### src/rtl/lvl_fifo_pkg.sv
package lvl_fifo_pkg;
    typedef enum logic [1:0] {
        ST_EMPTY = 2'd0,
        ST_PART  = 2'd1,
        ST_FULL  = 2'd2
    } occ_state_t;
endpackage

### src/rtl/lvl_fifo_ctrl.sv
module lvl_fifo_ctrl
    import lvl_fifo_pkg::*;
#(
    parameter int DEPTH = 8
) (
    input  logic                         clk,
    input  logic                         rst_n,
    input  logic                         flush,
    input  logic                         push,
    input  logic                         pop,
    input  logic                         ovf_clr,
    output logic                         wr_en,
    output logic [$clog2(DEPTH)-1:0]     wr_ptr,
    output logic                         rd_en,
    output logic [$clog2(DEPTH)-1:0]     rd_ptr,
    output logic [$clog2(DEPTH):0]       level,
    output logic                         full,
    output logic                         empty,
    output logic                         overflow
);
    localparam int AW = $clog2(DEPTH);
    localparam int CW = AW + 1;
    localparam logic [CW-1:0] TOP  = CW'(DEPTH);
    localparam logic [CW-1:0] NEAR = CW'(DEPTH - 1);
    localparam logic [AW-1:0] LAST = AW'(DEPTH - 1);

    occ_state_t state, state_nx;
    logic       do_push, do_pop, drop;
    logic [CW-1:0] count;

    assign do_push = push && !flush && (state != ST_FULL);
    assign do_pop  = pop  && !flush && (state != ST_EMPTY);
    assign drop    = push && !flush && (state == ST_FULL);

    // state register
    always_ff @(posedge clk or negedge rst_n) begin
        if (!rst_n) state <= ST_EMPTY;
        else        state <= state_nx;
    end

    // transitions
    always_comb begin
        state_nx = state;
        if (flush) begin
            state_nx = ST_EMPTY;
        end else begin
            unique case (state)
                ST_EMPTY: if (do_push) state_nx = ST_PART;
                ST_PART: begin
                    if (do_push && !do_pop && count == NEAR)
                        state_nx = ST_FULL;
                    else if (do_pop && !do_push && count == CW'(1))
                        state_nx = ST_EMPTY;
                end
                ST_FULL:  if (do_pop) state_nx = ST_PART;
                default:  state_nx = ST_EMPTY;
            endcase
        end
    end

    // outputs decoded from state
    always_comb begin
        full  = 1'b0;
        empty = 1'b0;
        unique case (state)
            ST_EMPTY: empty = 1'b1;
            ST_PART:  ;
            ST_FULL:  full = 1'b1;
            default:  empty = 1'b1;
        endcase
    end

    always_ff @(posedge clk or negedge rst_n) begin
        if (!rst_n) begin
            count  <= '0;
            wr_ptr <= '0;
            rd_ptr <= '0;
        end else if (flush) begin
            count  <= '0;
            wr_ptr <= '0;
            rd_ptr <= '0;
        end else begin
            if (do_push) wr_ptr <= (wr_ptr == LAST) ? '0 : wr_ptr + 1'b1;
            if (do_pop)  rd_ptr <= (rd_ptr == LAST) ? '0 : rd_ptr + 1'b1;
            if (do_push && !do_pop)      count <= count + 1'b1;
            else if (do_pop && !do_push) count <= count - 1'b1;
        end
    end

    always_ff @(posedge clk or negedge rst_n) begin
        if (!rst_n)       overflow <= 1'b0;
        else if (drop)    overflow <= 1'b1;
        else if (ovf_clr) overflow <= 1'b0;
    end

    assign wr_en = do_push;
    assign rd_en = do_pop;
    assign level = count;

    a_r2_full_at_top: assert property (@(posedge clk) disable iff (!rst_n)
        (full == (level == TOP)) && (level <= TOP));
    a_r3_empty_at_zero: assert property (@(posedge clk) disable iff (!rst_n)
        empty == (level == '0));
    a_r4_drop_sets_ovf: assert property (@(posedge clk) disable iff (!rst_n)
        (push && full && !pop && !flush) |=> (overflow && level == TOP));
    a_r5_ovf_sticky: assert property (@(posedge clk) disable iff (!rst_n)
        (overflow && !ovf_clr) |=> overflow);
    a_r7_flush_empties: assert property (@(posedge clk) disable iff (!rst_n)
        flush |=> (empty && level == '0));
    a_r9_pair_holds: assert property (@(posedge clk) disable iff (!rst_n)
        (push && pop && !flush && !full && !empty) |=> $stable(level));
endmodule

### src/rtl/lvl_fifo_store.sv
module lvl_fifo_store #(
    parameter int WIDTH = 16,
    parameter int DEPTH = 8
) (
    input  logic                     clk,
    input  logic                     rst_n,
    input  logic                     wr_en,
    input  logic [$clog2(DEPTH)-1:0] wr_ptr,
    input  logic [WIDTH-1:0]         wr_data,
    input  logic                     rd_en,
    input  logic [$clog2(DEPTH)-1:0] rd_ptr,
    output logic [WIDTH-1:0]         rd_data
);
    logic [WIDTH-1:0] mem [DEPTH];

    always_ff @(posedge clk) begin
        if (wr_en) mem[wr_ptr] <= wr_data;
    end

    always_ff @(posedge clk or negedge rst_n) begin
        if (!rst_n)     rd_data <= '0;
        else if (rd_en) rd_data <= mem[rd_ptr];
    end

    a_r10_hold_when_idle: assert property (@(posedge clk) disable iff (!rst_n)
        !rd_en |=> $stable(rd_data));
endmodule

### src/rtl/lvl_fifo_mark.sv
module lvl_fifo_mark #(
    parameter int CW       = 4,
    parameter int TW       = 3,
    parameter bit LOW_MARK = 1'b1
) (
    input  logic [CW-1:0] level,
    input  logic [TW-1:0] thresh,
    output logic          flag
);
    localparam int XW = (CW > TW) ? CW : TW;
    logic [XW-1:0] lv, th;
    assign lv = XW'(level);
    assign th = XW'(thresh);

    generate
        if (LOW_MARK) begin : g_low
            assign flag = (lv <= th);
        end else begin : g_high
            assign flag = (lv >= th);
        end
    endgenerate
endmodule

### src/rtl/lvl_fifo.sv
module lvl_fifo #(
    parameter int WIDTH    = 16,
    parameter int TW       = 3,
    parameter bit LOW_MARK = 1'b1
) (
    input  logic             clk,
    input  logic             rst_n,
    input  logic             flush,
    input  logic             push,
    input  logic [WIDTH-1:0] push_data,
    input  logic             pop,
    output logic [WIDTH-1:0] pop_data,
    input  logic             ovf_clr,
    input  logic [TW-1:0]    thresh,
    output logic             full,
    output logic             empty,
    output logic             overflow,
    output logic [3:0]       level,
    output logic             thresh_flag
);
    localparam int DEPTH = 8;
    localparam int AW    = $clog2(DEPTH);
    localparam int CW    = AW + 1;

    logic          wr_en, rd_en;
    logic [AW-1:0] wr_ptr, rd_ptr;
    logic [CW-1:0] lvl;

    lvl_fifo_ctrl #(.DEPTH(DEPTH)) u_ctrl (
        .clk(clk), .rst_n(rst_n), .flush(flush), .push(push), .pop(pop),
        .ovf_clr(ovf_clr), .wr_en(wr_en), .wr_ptr(wr_ptr), .rd_en(rd_en),
        .rd_ptr(rd_ptr), .level(lvl), .full(full), .empty(empty),
        .overflow(overflow)
    );

    lvl_fifo_store #(.WIDTH(WIDTH), .DEPTH(DEPTH)) u_store (
        .clk(clk), .rst_n(rst_n), .wr_en(wr_en), .wr_ptr(wr_ptr),
        .wr_data(push_data), .rd_en(rd_en), .rd_ptr(rd_ptr), .rd_data(pop_data)
    );

    lvl_fifo_mark #(.CW(CW), .TW(TW), .LOW_MARK(LOW_MARK)) u_mark (
        .level(lvl), .thresh(thresh), .flag(thresh_flag)
    );

    assign level = lvl;

    a_r7_flush_holds_data: assert property (@(posedge clk) disable iff (!rst_n)
        flush |=> $stable(pop_data));
    a_r10_empty_pop_ignored: assert property (@(posedge clk) disable iff (!rst_n)
        (pop && empty && !flush) |=> $stable(pop_data));
endmodule

### config.mk
export PLATFORM = sky130hd
export DESIGN_NAME = lvl_fifo
export DESIGN_NICKNAME = d
export VERILOG_FILES = /design/src/rtl/lvl_fifo_pkg.sv /design/src/rtl/lvl_fifo_ctrl.sv /design/src/rtl/lvl_fifo_store.sv /design/src/rtl/lvl_fifo_mark.sv /design/src/rtl/lvl_fifo.sv
export SDC_FILE = /design/constraint.sdc
export NUM_CORES = 1
export LEC_CHECK = 0
export BUFFER_PORTS_ARGS = -buffer_cell sky130_fd_sc_hd__buf_2
export CAP_MARGIN = 20
export CORE_MARGIN = 1
export CORE_UTILIZATION = 30
export CTS_BUF_LIST = sky130_fd_sc_hd__clkbuf_8
export CTS_CLUSTER_SIZE = 16
export DETAILED_ROUTE_END_ITERATION = 10
export HOLD_SLACK_MARGIN = 0.15
export PLACE_DENSITY = 0.45
export SKIP_CTS_REPAIR_TIMING = 1
export SLEW_MARGIN = 20
export SYNTH_ARGS = -nofsm -noshare
export SYNTH_HDL_FRONTEND = slang
export SYNTH_SLANG_ARGS = --single-unit
### constraint.sdc
create_clock -name clk -period 3.4 [get_ports clk]
set_input_delay 0.17 -clock clk [delete_from_list [all_inputs] [get_ports clk]]
set_output_delay 0.17 -clock clk [all_outputs]
set_load 0.05 [all_outputs]
Word level (Yosys, flattened, before mapping)
Memory sizes are Yosys's and may differ from the RTL's. A register that Yosys moved wholly into a read port is not among the register bits. Cells that the tools add are included.

Bits in writable memories: 128. Register bits: 13. Memories kept: 1. Input bits: 25. Logic and storage cells: 63.

Memory list: u_store.mem (depth 8, bits a word 16, read ports 1, clocked after memory_dff 1, write ports 1, line lvl_fifo_store.sv:14) `logic [WIDTH-1:0] mem [DEPTH];`.

$add $sub $neg: 4. Reductions and logical operators: 21. Muxes and demuxes: 21. Magnitude comparators: 1. Equality and inequality tests: 10.

Operators by type and width (number): 3-bit two-way mux (6); 4-bit two-way mux (3); 2-bit two-way mux (5); 1-bit logical AND (9); 2-bit nonzero test (4); 3-bit by 1-bit adder with 3-bit output, second input constant (2); 3-bit == test, second input constant (2); 1-bit two-way mux (6); 3-bit by 2-bit inequality test with 1-bit output, second input constant (2); 2-bit one-hot mux with 3 select lines (1); 4-bit by 1-bit adder with 4-bit output, second input constant (1); 4-bit by 1-bit == test with 1-bit output, second input constant (1); 4-bit by 3-bit == test with 1-bit output, second input constant (1); 4-bit by 3-bit <= comparator with 1-bit output (1); 1-bit logical NOT (4); 4-bit by 2-bit inequality test with 1-bit output, second input constant (1); 4-bit by 1-bit subtractor with 4-bit output, second input constant (1); 3-bit AND reduction (1); 3-bit nonzero test (1); 2-bit by 1-bit == test with 1-bit output, second input constant (1); 2-bit == test, second input constant (1); 2-bit logical NOT (1); 2-bit inequality test, second input constant (1); 2-bit OR reduction (1).

Logic depth before layout (Yosys ltp)
Gate-level depths: netlist (run 1).

Depth in word-level cells: 10. Gate-level depth with buffers: 8.

By module
From an unflattened synthesis (run 1), not the netlist that was laid out.

Cell total of the unflattened synthesis: 430. Area total of the unflattened synthesis: 6625.1 µm².

Modules (own cells, without submodules): lvl_fifo_store (seq. area each 4244.1 µm², cells each 325, area an instance 5652.9 µm², instances 1); lvl_fifo_ctrl (seq. area each 325.3 µm², cells each 93, area an instance 895.9 µm², instances 1); lvl_fifo_mark (seq. area each 0.0 µm², cells each 12, area an instance 76.3 µm², instances 1).

Worst setup path after synthesis (run 1)
No wires, ideal clock.

Path type: reg-to-reg. From: register u_ctrl.state[0]. To: memory u_store.mem[0][0] (enable). Stages on the path, launching flop included: 6. Path buffers: 0. Period minus slack after synthesis: 2.934 ns. Setup slack: 0.466 ns. Arrival: 2.525 ns. Data required time: 2.991 ns. Cells stage by stage: dfrtp_1 > inv_1 > ha_1 > nor3b_4 > nand2b_1 > nor3_1.

Longest elaborated chain between the ends: 4.

Ends and longest elaborated chain: start: declaration (line lvl_fifo_ctrl.sv:27) `occ_state_t state, state_nx;`; start signal: assignment (line lvl_fifo_ctrl.sv:38) `else state <= state_nx;`; 2-bit inequality test (line lvl_fifo_ctrl.sv:31) `assign do_push = push && !flush && (state != ST_FULL);`; 1-bit logical AND (line lvl_fifo_ctrl.sv:31); 1-bit two-way mux (line lvl_fifo_store.sv:17) `if (wr_en) mem[wr_ptr] <= wr_data;`; 1-bit two-way mux (implied by the code) (line lvl_fifo_store.sv:17); end: declaration (line lvl_fifo_store.sv:14).

No other way between the ends.

Worst setup path after layout (run 1)
From: register u_ctrl.count[1], in the netlist u_ctrl.level[1]. To: output thresh_flag.

Longest elaborated chain between the ends: 1.

Ends and longest elaborated chain: start: declaration (line lvl_fifo_ctrl.sv:29) `logic [CW-1:0] count;`; start signal: assignment (line lvl_fifo_ctrl.sv:85) `if (do_push && !do_pop) count <= count + 1'b1;`; start signal: assignment (line lvl_fifo_ctrl.sv:86) `else if (do_pop && !do_push) count <= count - 1'b1;`; 4-bit by 3-bit <= comparator with 1-bit output (line lvl_fifo_mark.sv:17) `assign flag = (lv <= th);`; end: declaration (line lvl_fifo.sv:19) `output logic thresh_flag`.

No other way between the ends.

==> results of run 1 <==
-- synth_stat cells --
cell type	count	area share (%)
a311o_1	1	0.16
inv_1	10	0.59
a41oi_1	1	0.14
nand3b_1	1	0.12
a32o_1	1	0.16
nor2_1	29	1.7
ha_1	13	2.6
clkbuf_1	7	0.42
a22o_1	1	0.14
a311oi_1	1	0.14
a21boi_0	1	0.12
o32ai_1	1	0.14
a211oi_1	1	0.12
buf_2	6	0.48
mux2i_1	16	2.5
nor3_1	6	0.48
or3_1	1	0.099
a21oi_1	20	1.6
nand3_1	4	0.32
nor2b_1	3	0.30
and3_1	1	0.099
nor3b_4	1	0.30
a22oi_1	1	0.12
nand4_2	1	0.20
nor4_1	1	0.099
and3b_1	1	0.14
edfxtp_1	128	61
mux4_2	32	11
o21ai_0	4	0.32
and2b_1	1	0.12
buf_4	3	0.36
a2111oi_1	1	0.16
xnor2_1	3	0.42
xor2_1	1	0.14
nand2_1	9	0.53
nor2_2	1	0.099
dfrtp_1	29	11
nor3b_1	1	0.12
nand2b_1	7	0.69
-- metal layers --
| layer | wire length [um] | global-route usage (%) | vias to the layer above |
|---|---|---|---|
| met1 | 6316 | 17.91 | 1724 |
| li1 | - | - | 1541 |
| met3 | 401 | 3.478 | 8 |
| met2 | 6319 | 20.90 | 54 |
| met5 | 0 | 0 | - |
| met4 | 120 | 3.505 | 0 |
-- power groups by stage --
stage,Sequential [W],Clock [W],Combinational [W]
6_report,0.00231,0.00142,0.00111
4_1_cts,0.00231,0.00147,0.00112
3_5_place_dp,0.00236,0,0.00112
2_1_floorplan,0.00271,0,0.000469
5_1_grt,0.00233,0.00155,0.00121
3_3_place_gp,0.00236,0,0.00111
-- flip-flops by register name, summed over array words and instances (netlist names) --
name,cells
u_store.rd_data,16
u_ctrl.wr_ptr,3
u_ctrl.level,4
u_ctrl.overflow,1
u_ctrl.rd_ptr,3
u_store.mem,128
u_ctrl.state,2
-- logic make-up (layout without fill, tap and decap cells) --
family,Yosys count,in the layout,share of synthesized area (%)
mux,48,48,13.95
simple gates,68,68,5.429
buf+inv,26,129,1.843
flops,157,157,72.36
fa+ha+maj,13,13,2.576
compound gates,34,34,3.289
xor+xnor,4,4,0.5549
-- per-stage QoR --
step / std cells / worst slack, ps / hold WS [ps] / utilization (%)
finish: 723 / 1269 / 197.6 / 37.09
global route: 723 / 1051 / 187.8 / 37.09
CTS: 703 / 1224 / -165.4 / 36.11
detailed placement: 671 / 1275 / 345.5 / 34.11
global placement: 671 / 1340 / 335.0 / 34.11
floorplan: 350 / 465.6 / -125.6 / -
-- cell type report --
class	count	area share (%)
multi-input cells	167	21.63
repair buffers	87	7.695
clock buffers	17	3.088
inverters	10	0.4954
well taps	270	4.458
flip-flops and latches	157	60.32
clock inverters	15	2.312
-- worst max-delay path: cells and delay by family, from the launching register on --
| kind | cells | cell delay (ps) |
|---|---|---|
| DFF | 1 | 470 |
| adders and majority gates | 1 | 320 |
| buffers and inverters | 1 | 280 |
| AOI/OAI and AO/OA | 2 | 260 |
| and+or+nand+nor | 2 | 200 |
-- how the worst max path moves through the flow --
stage                                           start                           to  slack, ps  cells past startpoint
after floorplan           u_ctrl.state[0]$_DFFE_PN0P_  u_store.mem[0][0]$_DFFE_PP_        470                      5
after global placement    u_ctrl.state[0]$_DFFE_PN0P_  u_store.mem[1][7]$_DFFE_PP_       1340                      6
after detailed placement  u_ctrl.state[0]$_DFFE_PN0P_  u_store.mem[1][7]$_DFFE_PP_       1280                      6
after CTS                 u_ctrl.level[1]$_DFFE_PN0P_                  thresh_flag       1220                      6
after global routing      u_ctrl.level[1]$_DFFE_PN0P_                  thresh_flag       1050                      6
final                     u_ctrl.level[1]$_DFFE_PN0P_                  thresh_flag       1270                      6
==> results_dict.tcl, run 1 <==
set metrics [dict create \
    setup_tns_ps 0 \
    gr-usage-all-layers_pct 13.18 \
    period_share_pct 62.68 \
    layout_common_cells "128 x edfxtp_1, 48 x buf_2, 32 x mux4_2" \
    p_int_w 0.003249 \
    cp-end-kind "output pin" \
    initial_core_util_pct 30.91 \
    swShare_pct 32.89 \
    syn_inst 350 \
    clock_skew_ps 13.32 \
    n_antenna_cell 0 \
    grt_pass1_wl_mm 20.73 \
    pwr-share-comb_pct 23.0 \
    hold_end "u_ctrl.wr_ptr[1]$_DFFE_PN0P_" \
    max-vdd-ir-drop_uv 357.1 \
    hold_viol 0 \
    min_period_ps 2131 \
    first_global_vias 3487 \
    fmax_ghz 0.4692 \
    slowest_delay_ps 470 \
    routedWlPerCell_um 18.20 \
    row_count 52 \
    r2r_slack_ps 1270 \
    route.detailed.drc 0 \
    drtIter0Drc 237 \
    cp_data_arrival_time_ps 1960 \
    worst-setup-path-type "flip-flop to output pin" \
    post-route-cell-area_um2 7577 \
    synth-seq-cells 157 \
    cts_tree "done" \
    register_area_um2 4571 \
    slew_viol_final 0 \
    clk_path_buf_depth 2 \
    yosysSeqAreaShare_pct 72.36 \
    power_frac_seq_pct 47.7 \
    syn_to_final_growth_pct 19.99 \
    num_vias 3327 \
    overflow 0 \
    gp_congestion 0.7301 \
    port_buffers 48 \
    setup_viol 0 \
    hold_class "primary input to flip-flop" \
    cts_root_buffer "clkbuf_8" \
    worst_pin_slew_ps 846.2 \
    p_sw_w 0.001593 \
    syn_avg_cell_area_um2 18.04 \
    ant_nets 0 \
    antenna_found_initial 0 \
    drt_wl_total_mm 13.16 \
    drtPass1Iterations 5 \
    multiInputGateArea_um2 1639 \
    ys_warn_count 0 \
    layout_commonest_cell "edfxtp_1" \
    synth_nets 388 \
    io_pins 49 \
    rsz0062_at_grt "no" \
    leakage_nw 2.617 \
    status "completed" \
    htreeDepth 4 \
    critPathLaunchType "flip-flop" \
    cts_sinks 157 \
    pwr-share-clk_pct 29.3 \
    die_x_um 147.1 \
    hold_depth 4 \
    grt_max_degree 36 \
    clk_pin_slew_ps 90 \
    die_area_um2 21630 \
    dpl_cell_area_um2 6968 \
    slowest_stage "dfrtp_1" \
    drive_gt1_share_pct 30.24 \
    finalPower_w 0.004842 \
    min_from "push" \
    drv_cap 0 \
    clock_latency_ps 450 \
    fillers 1970 \
    vias_per_cell 4.602 \
    slew_headroom_pct 43.59 \
    synthesis.area_um2 6315 \
    worstReg2RegStart "u_ctrl.state[0]$_DFFE_PN0P_" \
    cp_cell_sequence "ha_1 -> nor2b_1 -> o21ai_0 -> nand2b_1 -> a21oi_1 -> buf_2" \
    core_area_um2 20430 \
    r2r_end "u_store.mem[1][12]$_DFFE_PP_" \
    reg2regPathDepth 6 \
    dp_hpwl_mm 8.040 \
    synth.distinct_cells 39 \
    cts-buffers-inserted 17 \
    die_y_um 147.1 \
    required_ps 3230 \
    powerDensity_nw_per_um2 639.0 \
    cp_max_fo 8 \
    layout.nets 478 \
]
Note: power is estimated with default switching activity, not from simulation.
==> run 2: changes to the inputs <==
--- a/config.mk
+++ b/config.mk
@@ -5,6 +5,7 @@
 export SDC_FILE = /design/constraint.sdc
 export NUM_CORES = 1
 export LEC_CHECK = 0
+export ABC_AREA = 1
 export BUFFER_PORTS_ARGS = -buffer_cell sky130_fd_sc_hd__buf_2
 export CAP_MARGIN = 20
 export CORE_MARGIN = 1
@@ -13,7 +14,7 @@
 export CTS_CLUSTER_SIZE = 16
 export DETAILED_ROUTE_END_ITERATION = 10
 export HOLD_SLACK_MARGIN = 0.15
-export PLACE_DENSITY = 0.45
+export PLACE_DENSITY = 0.44
 export SKIP_CTS_REPAIR_TIMING = 1
 export SLEW_MARGIN = 20
 export SYNTH_ARGS = -nofsm -noshare
==> constraint.sdc (replaced) <==
create_clock -name clk -period 2 [get_ports clk]
set_input_delay 0.1 -clock clk [delete_from_list [all_inputs] [get_ports clk]]
set_output_delay 0.1 -clock clk [all_outputs]
set_load 0.05 [all_outputs]
==> run 2 against run 1 <==
Against the previous run:
- design area increased by 4.2%
- die area increased by 5.1%
- critical path depth decreased by 1
- first-iteration DRC count increased by 25%
- critical path type unchanged
- setup slack got worse by 1200 ps
- clock-buffer cell count unchanged
- largest cell class unchanged
- highest routed layer unchanged
- critical endpoint unchanged
- final cell count increased by 33%
- non-clock buffer count increased by 4
==> results_dict.tcl, run 2 <==
set metrics [dict create \
    layout_common_cells "136 x nor2_1, 128 x edfxtp_1, 67 x nand2_1" \
    syn_inst 584 \
    yosysTopAreaCell "edfxtp_1" \
    swShare_pct 36.96 \
    pwr-share-comb_pct 28.3 \
    critPathBufInv 1 \
    rsz0062_at_grt "no" \
    required_ps 1900 \
    gp_congestion 0.7549 \
    drtIter0Drc 296 \
    slew_headroom_pct 53.42 \
    setup_tns_ps 0 \
    hold_class "primary input to asynchronous set/reset pin" \
    htreeDepth 4 \
    yosys-top-cells-count "144 x nor2_1, 128 x edfxtp_1, 67 x nand2_1" \
    yosysSeqAreaShare_pct 68.79 \
    slowest_delay_ps 500 \
    pwr-share-clk_pct 24.2 \
    row_count 54 \
    synth_area_leaders "edfxtp_1 58%, dfrtp_1 11%, nor2_1 8.1%" \
    layout_commonest_cell "nor2_1" \
    initial_core_util_pct 30.53 \
    route.detailed.drc 0 \
    yosysMostFrequentCell "nor2_1" \
    synth_top_area_share_pct 57.86 \
    layout.nets 704 \
    synth_edf_count 128 \
    holdWs_ps 130.3 \
    num_vias 4456 \
    cp_max_fo 9 \
    slew_viol_final 0 \
    top_register "u_store.mem" \
    cp_top_family "flip-flops" \
    clock_skew_ps 14.83 \
    slowest_stage "dfrtp_1" \
    largest_registers "u_store.mem x128, u_store.rd_data x16, u_ctrl.level x4" \
    cts-buffers-inserted 17 \
    clock_latency_ps 440 \
    max-vdd-ir-drop_uv 530.6 \
    register_area_um2 4572 \
    fmax_ghz 0.5257 \
    dp.cells 906 \
    powerDensity_nw_per_um2 1062 \
    n_antenna_cell 0 \
    first_global_vias 4216 \
    clk_path_buf_depth 2 \
    ys.flop_type "edfxtp_1" \
    cts_root_buffer "clkbuf_8" \
    ys_warn_count 0 \
    ys_async_sr_fraction_pct 18.47 \
    overflow 0 \
    post-route-cell-area_um2 7895 \
    synth.distinct_cells 27 \
    worst_pin_slew_ps 694.5 \
    synthesis.area_um2 6643 \
    routedWlPerCell_um 16.68 \
    status "completed" \
    p_sw_w 0.003099 \
    drtPass1Iterations 5 \
    vias_per_cell 4.647 \
    hold_viol 0 \
    grt_max_degree 67 \
    cts_tree "done" \
    ant_nets 0 \
    min_period_ps 1902 \
    grt_pass1_wl_mm 24.23 \
    setup_viol 0 \
    cts_sinks 157 \
    synth_nets 622 \
    synth-seq-cells 157 \
    antenna_found_initial 0 \
    fin_cells 959 \
    largest_reg_flops 128 \
    port_buffers 48 \
    dp_hpwl_mm 10.56 \
    leakage_nw 3.030 \
    p_int_w 0.005285 \
    multiInputGateArea_um2 1800 \
    syn_to_final_growth_pct 18.85 \
    period_share_pct 95.11 \
    clk_pin_slew_ps 90 \
    syn_avg_cell_area_um2 11.37 \
    drive_gt1_share_pct 18.11 \
    die_y_um 150.8 \
    die_area_um2 22740 \
    critPathLaunchType "flip-flop" \
    worst-setup-path-type "flip-flop to output pin" \
    io_pins 49 \
    gr-usage-all-layers_pct 14.89 \
    core_area_um2 21760 \
    cp-end-kind "output pin" \
    drt_wl_total_mm 15.99 \
    fillers 2200 \
    dpl_cell_area_um2 7348 \
    die_x_um 150.8 \
    drv_cap 0 \
    power_frac_seq_pct 47.5 \
    cp_cell_sequence "ha_1 -> nand2_1 -> o21ai_0 -> o21ai_1 -> clkbuf_4" \
    cp_data_arrival_time_ps 1800 \
]
-- run 2: metal layers --
layer,GRT usage [%],up-vias,part of all wire (%)
met5,0,-,0
met4,4.050,0,0.87
met3,3.193,13,4.5
met2,23.30,94,46
met1,20.84,2176,48
li1,-,2173,-
-- run 2: cells by family after synthesis --
| family | share of synthesized area [%] |
|---|---|
| xor+xnor | 0.3956 |
| fa+ha+maj | 2.449 |
| simple gates | 17.88 |
| flops | 68.79 |
| buf+inv | 4.408 |
| compound gates | 6.084 |
-- run 2: power groups by stage --
stage / combinational (W) / clock [W] / sequential (W)
6_report: 0.00237 / 0.00203 / 0.00398
5_1_grt: 0.00261 / 0.00224 / 0.00403
4_1_cts: 0.00236 / 0.00211 / 0.00399
3_5_place_dp: 0.00236 / 0 / 0.00405
3_3_place_gp: 0.00234 / 0 / 0.00405
2_1_floorplan: 0.00115 / 0 / 0.00465
-- run 2: path summary, 6_finish.rpt --
kind                       cells past startpoint  slack, ps                         endpoint                            from
max reg2reg                                    6        250      u_store.mem[6][3]$_DFFE_PP_     u_ctrl.state[0]$_DFFE_PN0P_
min                                            2        130      u_ctrl.level[1]$_DFFE_PN0P_                           rst_n
min in group clk                               4        130     u_ctrl.rd_ptr[0]$_DFFE_PN0P_                             pop
max                                            5        100                      thresh_flag     u_ctrl.level[2]$_DFFE_PN0P_
min reg2reg                                    2        480   u_store.rd_data[9]$_DFFE_PN0P_  u_store.rd_data[9]$_DFFE_PN0P_
max in group asynchronous                      3       1320  u_store.rd_data[10]$_DFFE_PN0P_                           rst_n
-- run 2: cell type report --
type	count	area share, %
timing repair buffer	91	9.414
multi-input combinational	374	22.81
sequential	157	57.91
clock buffer	17	2.964
inverter	25	1.220
tap	280	4.437
clock inverter	15	1.252
-- run 2: per-stage QoR --
stage	total power (W)	util, %	setup slack, ps
floorplan	0.005796	-	-139.0
detailed placement	0.006411	33.78	235.1
global placement	0.006385	33.78	271.8
global route	0.008869	36.29	9.546
CTS	0.008466	35.31	-35.09
finish	0.008384	36.29	97.78
